==> config.mk <==
export PLATFORM = sky130hd
export DESIGN_NAME = evc_counter
export DESIGN_NICKNAME = d
export VERILOG_FILES = /design/src/rtl/evc_pkg.sv /design/src/rtl/evc_edge.sv /design/src/rtl/evc_accum.sv /design/src/rtl/evc_done.sv /design/src/rtl/evc_counter.sv
export SDC_FILE = /design/constraint.sdc
export NUM_CORES = 1
export LEC_CHECK = 0
export ABC_AREA = 1
export CAP_MARGIN = 10
export CORE_UTILIZATION = 40
export DETAILED_ROUTE_END_ITERATION = 12
export PLACE_DENSITY = 0.71
export SYNTH_ARGS = -nofsm -noshare
export SYNTH_HDL_FRONTEND = slang
export SYNTH_SLANG_ARGS = --single-unit
==> constraint.sdc <==
create_clock -name clk -period 3.25 [get_ports clk]
set_clock_uncertainty 0.15 [all_clocks]
set_input_delay 0.975 -clock clk [delete_from_list [all_inputs] [get_ports clk]]
set_output_delay 0.975 -clock clk [all_outputs]
set_load 0.01 [all_outputs]
==> src/rtl/evc_pkg.sv <==
package evc_pkg;

   // Net action of one cycle on the accumulator
   typedef enum logic [1:0] {
      STEP_HOLD = 2'd0,
      STEP_INC  = 2'd1,
      STEP_DEC  = 2'd2
   } evc_step_e;

   // Largest supported synchronizer depth
   localparam int unsigned EVC_MAX_SYNC = 4;

endpackage

==> src/rtl/evc_edge.sv <==
// Rung sampler: optional synchronizer chain, previous-level register, rise pulse.
module evc_edge #(
   parameter int unsigned SYNC_STAGES = 0
) (
   input  logic clk,
   input  logic rst_n,
   input  logic rung_i,
   output logic level_o,
   output logic rise_o
);

   logic lvl;
   logic prev_q;

   generate
      if (SYNC_STAGES == 0) begin : g_direct
         assign lvl = rung_i;
      end else begin : g_sync
         logic [SYNC_STAGES-1:0] sh_q;
         for (genvar i = 0; i < SYNC_STAGES; i++) begin : g_stage
            if (i == 0) begin : g_first
               always_ff @(posedge clk or negedge rst_n) begin
                  if (!rst_n) sh_q[0] <= 1'b0;
                  else        sh_q[0] <= rung_i;
               end
            end else begin : g_next
               always_ff @(posedge clk or negedge rst_n) begin
                  if (!rst_n) sh_q[i] <= 1'b0;
                  else        sh_q[i] <= sh_q[i-1];
               end
            end
         end
         assign lvl = sh_q[SYNC_STAGES-1];
      end
   endgenerate

   always_ff @(posedge clk or negedge rst_n) begin
      if (!rst_n) prev_q <= 1'b0;
      else        prev_q <= lvl;
   end

   assign rise_o  = lvl & ~prev_q;
   assign level_o = prev_q;

endmodule

==> src/rtl/evc_accum.sv <==
// Signed accumulator with wrap at the signed limits and sticky wrap flags.
module evc_accum
   import evc_pkg::*;
#(
   parameter int unsigned W = 16
) (
   input  logic          clk,
   input  logic          rst_n,
   input  logic          clr,
   input  logic          rise_up,
   input  logic          rise_dn,
   output logic [W-1:0]  acc_o,
   output logic [W-1:0]  acc_nxt_o,
   output logic          ovf_o,
   output logic          unf_o
);

   localparam logic [W-1:0] ACC_MAX = {1'b0, {(W-1){1'b1}}};
   localparam logic [W-1:0] ACC_MIN = {1'b1, {(W-1){1'b0}}};
   localparam logic [W-1:0] ONE     = {{(W-1){1'b0}}, 1'b1};

   evc_step_e    step;
   logic [W-1:0] acc_q, acc_d;
   logic         ovf_q, ovf_d, unf_q, unf_d;

   // Opposing edges in one cycle cancel
   always_comb begin
      unique case ({rise_up, rise_dn})
         2'b10:   step = STEP_INC;
         2'b01:   step = STEP_DEC;
         default: step = STEP_HOLD;
      endcase
   end

   always_comb begin
      acc_d = acc_q;
      ovf_d = ovf_q;
      unf_d = unf_q;
      if (clr) begin
         acc_d = '0;
         ovf_d = 1'b0;
         unf_d = 1'b0;
      end else begin
         unique case (step)
            STEP_INC: begin
               acc_d = acc_q + ONE;
               if (acc_q == ACC_MAX) ovf_d = 1'b1;
            end
            STEP_DEC: begin
               acc_d = acc_q - ONE;
               if (acc_q == ACC_MIN) unf_d = 1'b1;
            end
            default: ;
         endcase
      end
   end

   always_ff @(posedge clk or negedge rst_n) begin
      if (!rst_n) begin
         acc_q <= '0;
         ovf_q <= 1'b0;
         unf_q <= 1'b0;
      end else begin
         acc_q <= acc_d;
         ovf_q <= ovf_d;
         unf_q <= unf_d;
      end
   end

   assign acc_o     = acc_q;
   assign acc_nxt_o = acc_d;
   assign ovf_o     = ovf_q;
   assign unf_o     = unf_q;

endmodule

==> src/rtl/evc_done.sv <==
// Preset register and registered signed reach-compare.
module evc_done #(
   parameter int unsigned    W           = 16,
   parameter logic [W-1:0]   PRESET_INIT = '0
) (
   input  logic          clk,
   input  logic          rst_n,
   input  logic          clr,
   input  logic          pre_ld,
   input  logic [W-1:0]  pre_val,
   input  logic [W-1:0]  acc_nxt,
   output logic [W-1:0]  pre_o,
   output logic          done_o
);

   logic [W-1:0] pre_q, pre_d;
   logic         done_q, done_d;

   assign pre_d  = pre_ld ? pre_val : pre_q;
   assign done_d = clr ? 1'b0 : ($signed(acc_nxt) >= $signed(pre_d));

   always_ff @(posedge clk or negedge rst_n) begin
      if (!rst_n) begin
         pre_q  <= PRESET_INIT;
         done_q <= 1'b0;
      end else begin
         pre_q  <= pre_d;
         done_q <= done_d;
      end
   end

   assign pre_o  = pre_q;
   assign done_o = done_q;

endmodule

==> src/rtl/evc_counter.sv <==
module evc_counter #(
   parameter int unsigned   W           = 16,
   parameter int unsigned   SYNC_STAGES = 0,
   parameter logic [W-1:0]  PRESET_INIT = '0
) (
   input  logic          clk,
   input  logic          rst_n,
   input  logic          clr,
   input  logic          up_rung,
   input  logic          dn_rung,
   input  logic          pre_ld,
   input  logic [W-1:0]  pre_val,
   output logic [W-1:0]  acc,
   output logic          done,
   output logic          up_en,
   output logic          dn_en,
   output logic          ovf,
   output logic          unf
);

   generate
      if (W < 2) begin : g_bad_w
         $error("evc_counter: W must be at least 2");
      end
      if (SYNC_STAGES > evc_pkg::EVC_MAX_SYNC) begin : g_bad_sync
         $error("evc_counter: SYNC_STAGES exceeds the supported depth");
      end
   endgenerate

   logic         rise_up, rise_dn;
   logic [W-1:0] acc_nxt;
   logic [W-1:0] pre_q;

   evc_edge #(.SYNC_STAGES(SYNC_STAGES)) u_edge_up (
      .clk     (clk),
      .rst_n   (rst_n),
      .rung_i  (up_rung),
      .level_o (up_en),
      .rise_o  (rise_up)
   );

   evc_edge #(.SYNC_STAGES(SYNC_STAGES)) u_edge_dn (
      .clk     (clk),
      .rst_n   (rst_n),
      .rung_i  (dn_rung),
      .level_o (dn_en),
      .rise_o  (rise_dn)
   );

   evc_accum #(.W(W)) u_accum (
      .clk       (clk),
      .rst_n     (rst_n),
      .clr       (clr),
      .rise_up   (rise_up),
      .rise_dn   (rise_dn),
      .acc_o     (acc),
      .acc_nxt_o (acc_nxt),
      .ovf_o     (ovf),
      .unf_o     (unf)
   );

   evc_done #(.W(W), .PRESET_INIT(PRESET_INIT)) u_done (
      .clk     (clk),
      .rst_n   (rst_n),
      .clr     (clr),
      .pre_ld  (pre_ld),
      .pre_val (pre_val),
      .acc_nxt (acc_nxt),
      .pre_o   (pre_q),
      .done_o  (done)
   );

endmodule

==> impl_metrics.py, run 1 <==
metrics = {
    "placement": {
        "gp_congestion": 0.8925,
        "portBuffers": 42,
        "pre_cts_slack_ps": -1247,
        "placed_cell_area_um2": 3993,
        "post-dp-hpwl_um": 6611,
    },
    "setup_path": {
        "endpoint_kind": "flop",
        "critPathRequiredTime_ps": 3280,
        "reg2reg_to": "u_done.done_o",
        "worst-setup-path-type": "in2reg",
        "startpoint_type": "input pin",
        "reg2reg_depth": 23,
        "crit_fanout": 5,
        "rrSetupSlack_ps": -200,
        "r2r_start": "u_edge_dn.level_o",
        "crit_arrival_ps": 3850,
        "crit_start": "dn_rung",
    },
    "routing": {
        "drtAntennaViolNets": 0,
        "wirelength_um": 8628,
        "wl_per_cell_um": 12.90,
        "vias_per_cell": 4.691,
        "drt_iter0_markers": 142,
        "vias": 3138,
        "first_pass_iters": 4,
        "route.detailed.drc": 0,
    },
    "timing": {
        "slew_headroom_pct": 46.33,
        "rsz0062_at_grt": "yes",
        "hold_viol": 0,
        "drv_slew": 0,
        "timing.final.crit_share_pct": 117.3,
        "finalSetupTns_ps": -563.0,
        "setup_slack_ps": -563.0,
        "worst_pin_slew_ps": 805.0,
        "finalSetupViolations": 1,
        "fmax_ghz": 0.2623,
        "fin_crit_ps": 3813,
    },
    "global_route": {
        "grt_usage_pct": 22.03,
        "antenna_found_initial": 0,
        "grt_max_degree": 38,
        "grt_first_pass_wirelength_um": 14530,
        "grt_pass1_vias": 3096,
        "grt_overflow": 0,
    },
    "yosys": {
        "synthTopCellsByArea": "dfrtp_1 30%, nand2_1 14%, inv_1 12%",
        "synth_nets": 517,
        "synth_seq_area_share_pct": 29.86,
        "avgSynthCellArea_um2": 6.527,
        "synth_cells": 475,
        "netlist.area_leader.share_pct": 29.86,
        "yosysTopAreaCell": "dfrtp_1",
        "ys_seq_elements": 37,
        "yosysWarnings": 0,
        "syn-cell-area_um2": 3100,
        "synth_cell_type_count": 30,
    },
    "final_layout": {
        "area_growth_pct": 43.70,
        "antennaDiodeCount": 0,
        "finalCoreUtilization_pct": 60.46,
        "fin_nets": 611,
        "fin_area_um2": 4456,
        "layout-drive-gt1-share_pct": 26.67,
    },
    "floorplan": {
        "core_area_um2": 7370,
        "row_count": 31,
        "dieWidth_um": 90.04,
        "ioPinCount": 43,
        "die_h_um": 90.04,
        "start_util_pct": 42.07,
        "dieArea_um2": 8107,
    },
    "worst_hold_path": {
        "hold_depth": 2,
        "hold_end": "u_done.pre_o[1]",
        "min-delay-start": "u_done.pre_o[1]",
        "min_path_type": "reg2reg",
    },
    "clock_tree": {
        "htreeDepth": 2,
        "clk_pin_slew_ps": 70,
        "cts_tree": "yes",
        "cts.sinks": 37,
        "cts_root_buffer": "clkbuf_8",
        "cts_buffers": 5,
        "clk_latency_ps": 290,
        "clk_path_buf_depth": 2,
    },
    "outcome": {
        "violations": "negative setup slack",
        "status": "finished, violations left",
    },
    "power": {
        "p_total_w": 0.001614,
        "ir_worst_vdd_mv": 0.4123,
        "p_per_area_nw_per_um2": 362.2,
        "p_leak_nw": 2.317,
    },
    "run": {
        "max-cap-violations": 0,
    },
}
[power by group]
part           switching (W)  internal, W  leakage [nW]
Clock               0.000158     0.000250        0.0585
Combinational       0.000345     0.000306          1.81
Sequential         0.0000512     0.000503         0.453
[worst max-delay path by stage]
stage	end	slack, ps	cells past startpoint
after floorplan	u_done.done_o	-400	27
after global placement	u_done.done_o	-1160	26
after detailed placement	u_done.done_o	-1250	25
after CTS	u_done.done_o	-410	26
after global routing	u_done.done_o	-710	26
final	u_done.done_o	-560	25
[routing by layer]
layer	up-vias	track usage, %	share of wire (%)
met5	-	0	0
met4	0	7.930	1.9
met2	66	37.53	48
met3	18	2.792	4.2
li1	1648	-	-
met1	1406	28.55	46
[placed cells by master, fill, tap and decap left out, types with 2 or more instances in the layout]
cell	netlist	final
nor3_1	4	3
buf_4	1	50
inv_2	4	11
inv_8	0	2
buf_12	0	5
buf_6	2	2
a21oi_2	0	6
nor4_1	5	5
clkbuf_8	0	6
nand4_1	5	5
xor2_1	3	3
nand2_2	20	25
nor2_2	6	4
o21ai_1	0	4
ha_1	20	11
nor2_4	5	11
dfrtp_1	37	37
ha_4	0	8
nand3_1	27	21
o21ai_0	27	23
inv_1	100	91
nand3_2	0	6
nand2_1	118	111
buf_2	2	2
nand2_4	2	4
buf_8	1	2
clkdlybuf4s50_1	0	39
nor2_1	35	31
a21oi_1	36	29
[cell families (layout without fill, tap and decap cells)]
| family | Yosys count | after routing | synth area share (%) |
|---|---|---|---|
| xor gates and xnor gates | 5 | 5 | 1.655 |
| buffers and inverters | 118 | 213 | 15.42 |
| and+or+nand+nor | 227 | 227 | 33.33 |
| DFF | 37 | 37 | 29.86 |
| adders and majority gates | 20 | 20 | 8.071 |
| muxes | 1 | 1 | 0.3632 |
| AOI/OAI and AO/OA | 67 | 67 | 11.30 |
[sequential cells by signal (all words and copies together), names as in the netlist]
name and flops:
u_edge_dn.level_o 1, u_accum.acc_o 16, u_accum.ovf_o 1, u_accum.unf_o 1, u_edge_up.level_o 1, u_done.done_o 1, u_done.pre_o 16
[repair_timing]
item                                    4_1_cts  5_1_grt
hold buffers                                  0        0
resized for setup                            42       25
endpoints found under the setup margin        1        1
pin swaps                                    30       24
setup buffers                                 8        6
[worst max-delay path, stage by stage]
cell and delay [ps]:
buf_2 100, inv_2 40, nor2_4 100, ha_4 190
buf_12 130, nor2_4 40, nor2_4 140, ha_4 150
a21oi_4 40, buf_4 150, o21bai_4 140, nand2_1 70
nand2_1 70, xor2_1 190, nand2_1 80, nand2_1 80
inv_2 60, ha_4 250, nand4_1 180, nor3_4 260
a21oi_2 90, nand3_1 110, nand3_1 80, nand2_1 60
inv_1 40
[synth_stat cells (all sizes together)]
| cell | count |
|---|---|
| o21ai | 27 |
| nand3 | 27 |
| dfrtp | 37 |
| mux2 | 1 |
| nand2 | 140 |
| a211oi | 1 |
| inv | 105 |
| nor4 | 5 |
| a21oi | 36 |
| clkbuf | 7 |
| nor2 | 46 |
| o21a | 1 |
| xor2 | 4 |
| o21bai | 1 |
| nand4 | 5 |
| buf | 6 |
| nor3 | 4 |
| a41oi | 1 |
| ha | 20 |
| xnor2 | 1 |
[final cells by class]
cell class / count / area, um2
fillers: 650 / 2914
multi-input cells: 320 / 1949
repair buffers: 100 / 928.4
flip-flops and latches: 37 / 925.9
inverters: 105 / 411.6
well taps: 99 / 123.9
clock buffers: 7 / 86.33
clock inverters: 1 / 30.03
[per-stage QoR]
stage                     cells  hold slack (ps)
final                       669            354.2
after global routing        669            397.1
after CTS                   663            367.5
after detailed placement    648            349.7
after global placement      648            336.3
after floorplan             475            316.8
Power figures use the tool's default switching activity.
==> run 2, diff against run 1 <==
Settings changed: PLACE_DENSITY 0.71 to 0.67.
==> impl_metrics.py, run 2 (synthesis gave the netlist of run 1 again) <==
metrics = {
    "outcome": {
        "status": "finished, violations left",
        "violations": "negative setup slack",
    },
    "floorplan": {
        "start_util_pct": 42.07,
        "ioPinCount": 43,
        "core_area_um2": 7370,
        "row_count": 31,
        "die_h_um": 90.04,
        "dieWidth_um": 90.04,
        "dieArea_um2": 8107,
    },
    "routing": {
        "drt_iter0_markers": 163,
        "first_pass_iters": 4,
        "drtAntennaViolNets": 0,
        "route.detailed.drc": 0,
        "vias_per_cell": 4.773,
        "wl_per_cell_um": 12.73,
        "vias": 3193,
        "wirelength_um": 8514,
    },
    "setup_path": {
        "endpoint_kind": "flop",
        "reg2reg_to": "u_done.done_o",
        "r2r_start": "u_edge_up.level_o",
        "critPathRequiredTime_ps": 3330,
        "crit_fanout": 6,
        "worst-setup-path-type": "in2reg",
        "rrSetupSlack_ps": -30,
        "crit_start": "up_rung",
        "reg2reg_depth": 24,
        "startpoint_type": "input pin",
        "crit_arrival_ps": 3700,
    },
    "clock_tree": {
        "clk_latency_ps": 290,
        "hold_buffers": 0,
        "cts_buffers": 5,
        "cts_tree": "yes",
        "clk_path_buf_depth": 2,
        "cts.sinks": 37,
        "htreeDepth": 2,
        "clk_pin_slew_ps": 70,
        "cts_root_buffer": "clkbuf_8",
    },
    "worst_hold_path": {
        "min-delay-start": "u_done.pre_o[2]",
        "min_path_type": "reg2reg",
        "hold_depth": 2,
        "hold_end": "u_done.pre_o[2]",
    },
    "power": {
        "ir_worst_vdd_mv": 0.4550,
        "p_leak_nw": 2.333,
        "p_per_area_nw_per_um2": 372.6,
    },
    "final_layout": {
        "multi_input_comb_area_um2": 1978,
        "mostFrequentLayoutCells": "107 x nand2_1, 87 x inv_1, 51 x buf_4",
        "final_cells": 669,
        "layout-drive-gt1-share_pct": 29.30,
        "finalCoreUtilization_pct": 61.04,
        "nFillCells": 654,
        "antennaDiodeCount": 0,
        "area_growth_pct": 45.08,
        "fin_nets": 611,
        "final_common_cell": "nand2_1",
        "regArea_um2": 925.9,
    },
    "global_route": {
        "antenna_found_initial": 0,
        "grt_first_pass_wirelength_um": 14010,
        "grt_max_degree": 38,
        "grt_pass1_vias": 3033,
        "grt_overflow": 0,
        "grt_usage_pct": 21.11,
    },
    "timing": {
        "rsz0062_at_grt": "yes",
        "holdWs_ps": 351.3,
        "setup_slack_ps": -376.5,
        "fin_crit_ps": 3626,
        "hold_viol": 0,
        "worst_pin_slew_ps": 896.4,
        "finalSetupViolations": 1,
        "drv_slew": 0,
        "timing.final.crit_share_pct": 111.6,
        "fmax_ghz": 0.2758,
        "finalSetupTns_ps": -376.5,
        "slew_headroom_pct": 40.24,
    },
    "placement": {
        "dp_cells": 646,
        "post-dp-hpwl_um": 6518,
        "portBuffers": 42,
        "gp_congestion": 0.9548,
        "pre_cts_slack_ps": -1212,
    },
    "run": {
        "max-cap-violations": 0,
    },
}
## run 2: cell count changes in the layout (fill, tap and decap cells not counted), moves of 2 or more
| cell | before | now |
|---|---|---|
| inv_2 | 11 | 16 |
| nand3_1 | 21 | 16 |
| nand3_2 | 6 | 11 |
| nor2_2 | 4 | 9 |
| inv_1 | 91 | 87 |
| nand2_1 | 111 | 107 |
| nand2_2 | 25 | 28 |
| nor2_1 | 31 | 28 |
| o21ai_0 | 23 | 20 |
| o21ai_1 | 4 | 7 |
| a21oi_2 | 6 | 4 |
| buf_2 | 2 | 0 |
| nor2_4 | 11 | 9 |
## run 2: layout make-up
| type | count | share of cell area [%] |
|---|---|---|
| inverter | 105 | 9.096 |
| clock inverter | 3 | 1.446 |
| multi-input combinational | 320 | 43.98 |
| sequential | 37 | 20.58 |
| timing repair buffer | 100 | 20.61 |
| tap | 99 | 2.754 |
| clock buffer | 5 | 1.530 |
## run 2: worst max-delay path by stage
stage | end | slack, ps | depth (start not counted)
2_1_floorplan | u_done.done_o | -400 | 27
3_3_place_gp | u_done.done_o | -1200 | 25
3_5_place_dp | u_done.done_o | -1210 | 25
4_1_cts | u_done.done_o | -330 | 25
5_1_grt | u_done.done_o | -610 | 25
6_report | u_done.done_o | -380 | 26
## run 2: critical path: stages
cell and delay, ps:
buf_8 90, inv_8 30, nor2_4 80, inv_2 60, ha_4 180, buf_6 140
nor2_4 100, nor2_4 50, ha_4 160, a21oi_4 170, o21bai_4 100, buf_4 140
nand3_2 60, nand3_1 70, nand2_1 60, nand3_1 70, nand2_1 90, inv_2 40
ha_1 270, nand4_1 190, nor3_4 200, buf_4 130, nand3_1 50, nand3_1 80
nand2_1 50, inv_1 60
## run 2: layer usage
layer / vias to the layer above / wire (um) / track usage (%)
met5: - / 0 / 0
met4: 0 / 187 / 5.914
met3: 14 / 293 / 2.453
met2: 77 / 4058 / 36.13
met1: 1451 / 3974 / 27.98
li1: 1651 / - / -
## run 2: through the flow
stage,instance area (um2),power (W)
finish,4498,0.001676
global route,4498,0.001776
CTS,4338,0.001642
detailed placement,3990,0.001130
global placement,3990,0.001119
floorplan,3147,0.0008655
## run 2: where the power goes
part	switching, W	leakage [nW]	total [W]	internal (W)
clock network	0.000159	0.0681	0.000464	0.000305
logic	0.000350	1.81	0.000660	0.000310
registers	0.0000489	0.453	0.000552	0.000503
## run 2: repair_timing
item,4_1_cts,5_1_grt
cloned,0,0
pin swaps,25,35
setup endpoints to repair,1,1
resized for setup,38,44
buffers inserted,12,3
